===== config.mk =====
export PLATFORM = sky130hd
export DESIGN_NAME = async_char_rx
export DESIGN_NICKNAME = d
export VERILOG_FILES = /design/src/rtl/async_rx_pkg.sv /design/src/rtl/async_rx_sync.sv /design/src/rtl/async_rx_frame.sv /design/src/rtl/async_rx_hold.sv /design/src/rtl/async_char_rx.sv
export SDC_FILE = /design/constraint.sdc
export NUM_CORES = 1
export LEC_CHECK = 0
export BUFFER_PORTS_ARGS = -buffer_cell sky130_fd_sc_hd__clkbuf_2
export CORE_ASPECT_RATIO = 1.25
export CORE_MARGIN = 3
export CORE_UTILIZATION = 45
export DETAILED_ROUTE_END_ITERATION = 6
export GPL_TIMING_DRIVEN = 0
export HOLD_SLACK_MARGIN = 0.02
export PLACE_DENSITY = 0.6
export SLEW_MARGIN = 20
export SYNTH_ARGS = -nofsm -noshare
export SYNTH_HDL_FRONTEND = slang
export SYNTH_SLANG_ARGS = --single-unit

===== constraint.sdc =====
create_clock -name clk_i -period 6.12 [get_ports clk_i]
set_input_delay 0 -clock clk_i [delete_from_list [all_inputs] [get_ports clk_i]]
set_output_delay 0 -clock clk_i [all_outputs]
set_load 0.05 [all_outputs]

===== src/rtl/async_rx_pkg.sv =====
package async_rx_pkg;
  typedef enum logic [1:0] {
    ST_IDLE,
    ST_START,
    ST_BITS
  } rx_state_e;

  // bit 0 = len8, bit 3 = stop2
  typedef struct packed {
    logic stop2;
    logic par_odd;
    logic par_en;
    logic len8;
  } rx_fmt_t;

  localparam logic [1:0] RATIO_X1  = 2'b00;
  localparam logic [1:0] RATIO_X16 = 2'b01;
endpackage


===== src/rtl/async_rx_sync.sv =====
module async_rx_sync #(
  parameter int STAGES = 2
) (
  input  logic clk_i,
  input  logic rst_ni,
  input  logic d_i,
  output logic q_o,
  output logic fall_o
);
  // pipe[STAGES] keeps the previous synchronised value for edge detection
  logic [STAGES:0] pipe_q;

  always_ff @(posedge clk_i or negedge rst_ni) begin
    if (!rst_ni) pipe_q <= '1;
    else         pipe_q <= {pipe_q[STAGES-1:0], d_i};
  end

  assign q_o    = pipe_q[STAGES-1];
  assign fall_o = pipe_q[STAGES] & ~pipe_q[STAGES-1];
endmodule


===== src/rtl/async_rx_frame.sv =====
module async_rx_frame
  import async_rx_pkg::*;
#(
  parameter int DATA_W    = 8,
  parameter int RATIO_MID = 16,
  parameter int RATIO_HI  = 64
) (
  input  logic              clk_i,
  input  logic              rst_ni,
  input  logic              rx_i,
  input  logic              fall_i,
  input  logic [1:0]        ratio_sel_i,
  input  logic [3:0]        fmt_i,
  output logic              done_o,
  output logic [DATA_W-1:0] char_o,
  output logic              par_err_o,
  output logic              frame_err_o,
  output logic              len8_o,
  output logic              par_en_o
);
  localparam int CNT_W = $clog2(RATIO_HI);
  localparam int IDX_W = $clog2(DATA_W + 4);

  function automatic logic [CNT_W-1:0] last_of(input logic [1:0] sel);
    case (sel)
      RATIO_X1:  return '0;
      RATIO_X16: return CNT_W'(RATIO_MID - 1);
      default:   return CNT_W'(RATIO_HI - 1);
    endcase
  endfunction

  rx_state_e         state_q;
  rx_fmt_t           fmt_q;
  logic [1:0]        ratio_q;
  logic [CNT_W-1:0]  cnt_q;
  logic [IDX_W-1:0]  idx_q;
  logic [DATA_W-1:0] shift_q;
  logic              pbit_q;
  logic              fe_q;

  logic [CNT_W-1:0]  last_cnt, mid_cnt;
  logic [IDX_W-1:0]  data_len, last_idx;
  logic              tick, in_data, in_par, last_bit;

  assign last_cnt = last_of(ratio_q);
  assign mid_cnt  = last_cnt >> 1;
  assign tick     = (cnt_q == last_cnt);
  assign data_len = fmt_q.len8 ? IDX_W'(DATA_W) : IDX_W'(DATA_W - 1);
  assign last_idx = data_len + IDX_W'(fmt_q.par_en) + IDX_W'(fmt_q.stop2);
  assign in_data  = (idx_q < data_len);
  assign in_par   = fmt_q.par_en && (idx_q == data_len);
  assign last_bit = (idx_q == last_idx);

  always_ff @(posedge clk_i or negedge rst_ni) begin
    if (!rst_ni) begin
      state_q <= ST_IDLE;
      fmt_q   <= '0;
      ratio_q <= RATIO_X16;
      cnt_q   <= '0;
      idx_q   <= '0;
      shift_q <= '0;
      pbit_q  <= 1'b0;
      fe_q    <= 1'b0;
    end else begin
      case (state_q)
        ST_IDLE: begin
          if (fall_i) begin
            fmt_q   <= rx_fmt_t'(fmt_i);
            ratio_q <= ratio_sel_i;
            cnt_q   <= '0;
            idx_q   <= '0;
            shift_q <= '0;
            pbit_q  <= 1'b0;
            fe_q    <= 1'b0;
            state_q <= (last_of(ratio_sel_i) == '0) ? ST_BITS : ST_START;
          end
        end
        ST_START: begin
          if (cnt_q == mid_cnt) begin
            cnt_q   <= '0;
            state_q <= rx_i ? ST_IDLE : ST_BITS;
          end else begin
            cnt_q <= cnt_q + CNT_W'(1);
          end
        end
        ST_BITS: begin
          if (tick) begin
            cnt_q <= '0;
            if (in_data) begin
              for (int i = 0; i < DATA_W; i++)
                if (idx_q == IDX_W'(i)) shift_q[i] <= rx_i;
            end else if (in_par) begin
              pbit_q <= rx_i;
            end else if (!rx_i) begin
              fe_q <= 1'b1;
            end
            if (last_bit) state_q <= ST_IDLE;
            else          idx_q   <= idx_q + IDX_W'(1);
          end else begin
            cnt_q <= cnt_q + CNT_W'(1);
          end
        end
        default: state_q <= ST_IDLE;
      endcase
    end
  end

  // last bit is always a stop bit; its sample is rx_i in the done cycle
  assign done_o      = (state_q == ST_BITS) && tick && last_bit;
  assign char_o      = shift_q;
  assign par_err_o   = fmt_q.par_en & (^{shift_q, pbit_q} ^ fmt_q.par_odd);
  assign frame_err_o = fe_q | ~rx_i;
  assign len8_o      = fmt_q.len8;
  assign par_en_o    = fmt_q.par_en;
endmodule


===== src/rtl/async_rx_hold.sv =====
module async_rx_hold #(
  parameter int DATA_W = 8
) (
  input  logic              clk_i,
  input  logic              rst_ni,
  input  logic              done_i,
  input  logic [DATA_W-1:0] char_i,
  input  logic              pe_i,
  input  logic              fe_i,
  input  logic              rd_i,
  output logic [DATA_W-1:0] data_o,
  output logic              ready_o,
  output logic              pe_o,
  output logic              fe_o,
  output logic              ovr_o
);
  always_ff @(posedge clk_i or negedge rst_ni) begin
    if (!rst_ni) begin
      data_o  <= '0;
      ready_o <= 1'b0;
      pe_o    <= 1'b0;
      fe_o    <= 1'b0;
      ovr_o   <= 1'b0;
    end else if (done_i) begin
      data_o  <= char_i;
      pe_o    <= pe_i;
      fe_o    <= fe_i;
      ready_o <= 1'b1;
      ovr_o   <= ~rd_i & (ovr_o | ready_o);
    end else if (rd_i) begin
      ready_o <= 1'b0;
      ovr_o   <= 1'b0;
    end
  end
endmodule


===== src/rtl/async_char_rx.sv =====
module async_char_rx #(
  parameter int DATA_W    = 8,
  parameter int RATIO_MID = 16,
  parameter int RATIO_HI  = 64,
  parameter int SYNC_FF   = 2
) (
  input  logic              clk_i,
  input  logic              rst_ni,
  input  logic              rx_i,
  input  logic [1:0]        ratio_sel_i,
  input  logic [3:0]        fmt_i,
  input  logic              rd_i,
  output logic [DATA_W-1:0] data_o,
  output logic              ready_o,
  output logic              parity_err_o,
  output logic              frame_err_o,
  output logic              overrun_o
);
  logic              rx_s, rx_fall;
  logic              char_done, char_pe, char_fe, frm_len8, frm_par_en;
  logic [DATA_W-1:0] char_val;

  async_rx_sync #(.STAGES(SYNC_FF)) u_sync (
    .clk_i  (clk_i),
    .rst_ni (rst_ni),
    .d_i    (rx_i),
    .q_o    (rx_s),
    .fall_o (rx_fall)
  );

  async_rx_frame #(
    .DATA_W    (DATA_W),
    .RATIO_MID (RATIO_MID),
    .RATIO_HI  (RATIO_HI)
  ) u_frame (
    .clk_i       (clk_i),
    .rst_ni      (rst_ni),
    .rx_i        (rx_s),
    .fall_i      (rx_fall),
    .ratio_sel_i (ratio_sel_i),
    .fmt_i       (fmt_i),
    .done_o      (char_done),
    .char_o      (char_val),
    .par_err_o   (char_pe),
    .frame_err_o (char_fe),
    .len8_o      (frm_len8),
    .par_en_o    (frm_par_en)
  );

  async_rx_hold #(.DATA_W(DATA_W)) u_hold (
    .clk_i   (clk_i),
    .rst_ni  (rst_ni),
    .done_i  (char_done),
    .char_i  (char_val),
    .pe_i    (char_pe),
    .fe_i    (char_fe),
    .rd_i    (rd_i),
    .data_o  (data_o),
    .ready_o (ready_o),
    .pe_o    (parity_err_o),
    .fe_o    (frame_err_o),
    .ovr_o   (overrun_o)
  );
endmodule


==> metrics.csv <==
stage;metric;value;unit
synthesis;fraction of registers with async set/reset;1.00;
floorplan;Die X;72.3;um
run_status;status;completed;
synthesis;Synthesized Nets;254;
synthesis;Synth top cells by count;dfrtp_1, nand2_1, inv_1, ha_1, nand3_1;
sta;fin crit share;0.435;
cts;clock buffer depth;2;
route;Vias/cell;5.23;
synthesis;Post-Synth XOR/XNOR Area;0.0496;
synthesis;top-area cell type share of the netlist area;0.395;
floorplan;Initial Util;0.476;
synthesis;Synth area leader;dfrtp_1;
setup_path;required time of the critical path;6.30;ns
floorplan;die extent in y;88.9;um
synthesis;post-synthesis mux area share;0.119;
cts;Reg clk slew, reported paths;0.08;ns
cells_and_area;Area Growth Syn to Fin;15.8;%
global_routing;number of global-route vias before repair;1696;
synthesis;Synth Warn #;0;
route;Pre-antenna DRT Iters;4;
cts;clk sinks;43;
sta;Final Hold Slack;0.346;ns
place;Placed Cells;312;
route;wire per inst;13.4;um
global_routing;first-pass GRT wire length;7890;um
floorplan;DIE AREA;0.00642;mm^2
route;DRT Wirelength;4410;um
setup_path;Worst EP arrival;2.84;ns
synthesis;most common cell in the netlist;dfrtp_1;
cts;Post-CTS Resized;0;
cts;Post-CTS Setup Inserts;0;
global_routing;GRT Residual Overflow;0;
cts;CTS H-tree depth;2;
setup_path;crit-path cells;inv_1 -> fa_1 -> inv_1 -> ha_1 -> or3b_4 -> a211oi_4 -> and3_1 -> buf_6 -> buf_12 -> mux2_4;
cts;TritonCTS clock tree;done;
floorplan;CORE AREA;0.00519;mm^2
synthesis;number of synthesized register bits;43;
route;via count;1722;
hold_path;worst min path class;primary input to flip-flop;
sta;final setup vio count;0;
setup_path;Critical Path Start Type;flip-flop;
sta;worst-margin pin slew;0.937;ns
floorplan;I/O Pins;22;
synthesis;part of the Yosys area used for sequential elements;0.437;
synthesis;Adder-Cell Fraction of Synth Area;0.0790;
synthesis;Unique masters post-synth;51;
cells_and_area;finished layout cell area;0.00286;mm^2
sta;max-slew violations;0;
cts;Skew-Pair Late Insertion Delay;0.29;ns
setup_path;CP max FO;10;
sta;worst rel slew slack;0.375;
place;port buffer count;21;
power_and_ir_drop;PD cells;293;mW/mm^2
setup_path;R2R setup slack;3.45;ns
global_routing;antenna violations before repair;0;
power_and_ir_drop;peak supply drop;0.175;mV
floorplan;row cnt;29;
setup_path;Top cell by count, worst path;inv_1;
setup_path;max incr delay on CP;0.42;ns
power_and_ir_drop;P_leak;1.38;nW
setup_path;WS Path Type;flip-flop to flip-flop;
cells_and_area;Final Non-Filler Cells;329;
synthesis;largest family of logic cells by synthesized area;simple AND/OR/NAND/NOR gates;
synthesis;number of flops mapped to enable cells by yosys;0;
power_and_ir_drop;total power;0.839;mW
sta;unrepaired setup endpoints after global routing;false;
cts;CTS Buf Count;5;
sta;Hold Fails Final Rpt;0;
sta;Final min period;2.67;ns
sta;clk_skew;0.00732;ns
synthesis;Compound-Gate Fraction of Synth Area;0.114;
place;Final GP Congestion;0.807;
cells_and_area;fin nets;291;
job;Max-Cap Viols;0;
synthesis;Post-synth top flop;dfrtp_1;
global_routing;largest net degree at the start of global routing;44;
place;post-detail-place hpwl;3220;um
synthesis;post-synthesis simple-gate area fraction;0.153;
synthesis;Cell Area, Synth;0.00247;mm^2
route;drt drc;0;
setup_path;slowest cell on the critical path;dfrtp_1;
place;placed instance area;0.00265;mm^2
setup_path;endpoint class of the critical path;flip-flop;
cells_and_area;layout cells sized above 1;0.240;
route;DR iter-0 viols;56;
cells_and_area;Antenna Cells;0;
route;antenna-violating nets left;0;
sta;setup TNS;0;ns
synthesis;Mapped Cells;229;
synthesis;Avg Inst Size Synth;10.8;um^2
cts;clk root buf;clkbuf_8;
synthesis;Synth area leaders;dfrtp_1, ha_1, mux2_2, dfstp_2, mux2i_1;
sta;Peak Freq;375;MHz
global_routing;Total GRT Usage;0.157;
final cells by class:
type                            count  area (um^2)
Fill cell                         477         2330
Multi-Input combinational cell    164         1270
Sequential cell                    43         1080
Tap cell                           62         77.6
Clock buffer                        6         82.6
Inverter                           15         56.3
Buffer                              7         60.1
Clock inverter                      2         35.0
Timing Repair Buffer               30          195
critical path, delay by kind of cell, from the launching register on:
family	cells	cell delay, ns
and+or+nand+nor	2	0.62
buffers and inverters	4	0.45
DFF	1	0.42
AOI/OAI and AO/OA	1	0.40
adders and majority gates	2	0.37
muxes	1	0.29
where the power goes:
group	leakage, nW	internal, mW	switching (mW)
Sequential	0.555	0.323	0.0475
Combinational	0.763	0.114	0.129
Clock	0.0612	0.132	0.0932
Total	1.38	0.569	0.270
registers in the layout, indices dropped and copies added, names as in the netlist:
register / count
u_frame.char_o: 8
u_frame.cnt_q: 6
u_frame.fe_q: 1
u_frame.fmt_q: 2
u_frame.idx_q: 4
u_frame.len8_o: 1
u_frame.par_en_o: 1
u_frame.pbit_q: 1
u_frame.ratio_q: 2
u_frame.state_q: 2
u_hold.data_o: 8
u_hold.fe_o: 1
u_hold.ovr_o: 1
u_hold.pe_o: 1
u_hold.ready_o: 1
u_sync.pipe_q: 3
path summary, 6_finish.rpt:
kind	startpoint	endpoint	cells past startpoint
min reg2reg	u_sync.pipe_q[0]	u_sync.pipe_q[1]	0
max	u_frame.len8_o	u_hold.data_o[4]	10
min	rx_i	u_sync.pipe_q[0]	2
min in group asynchronous	rst_ni	u_hold.ovr_o	2
max in group asynchronous	rst_ni	u_hold.data_o[0]	2
max reg2reg	u_frame.len8_o	u_hold.data_o[4]	10
per-layer routing:
layer / track usage / wire length, um
met5: 0 / 0
met3: 0.0307 / 111
met2: 0.277 / 2250
met4: 0.0598 / 89
met1: 0.189 / 1970
layout by cell type (no fill, tap or decap), types with 2 or more instances in the layout:
master	count
nor3_1	2
or4_1	2
xor2_1	4
nor2_1	12
mux2_4	4
clkbuf_8	6
nand2_1	20
mux2_2	12
nand2b_1	2
dlygate4sd3_1	9
buf_6	2
ha_1	14
o211ai_1	3
inv_1	15
dfrtp_1	39
clkbuf_2	21
nand3_1	13
o21ai_0	8
xnor2_1	10
buf_2	2
mux2i_1	10
a31oi_1	2
or3_1	2
nor2b_1	2
a21o_1	3
nor4_1	2
a21oi_1	9
nor4_2	2
and3_1	3
o31ai_1	2
dfstp_2	4
o21a_1	3
stage by stage:
stage / setup slack (ns) / util
2_1_floorplan: 3.66 / -
5_1_grt: 3.30 / 0.551
3_3_place_gp: 3.45 / 0.511
3_5_place_dp: 3.44 / 0.511
4_1_cts: 3.42 / 0.551
6_report: 3.45 / 0.551
cell families after synthesis:
logic type      Yosys count
compound gates           39
buf+inv                  22
fa+ha+maj                15
xor+xnor                 14
mux                      26
flops                    43
simple gates             70
timing repair:
action                                 CTS  global route
endpoints found under the hold margin   48             0
hold buffers                             9             0
setup endpoints to repair                0             0
Power figures use the tool's default switching activity.
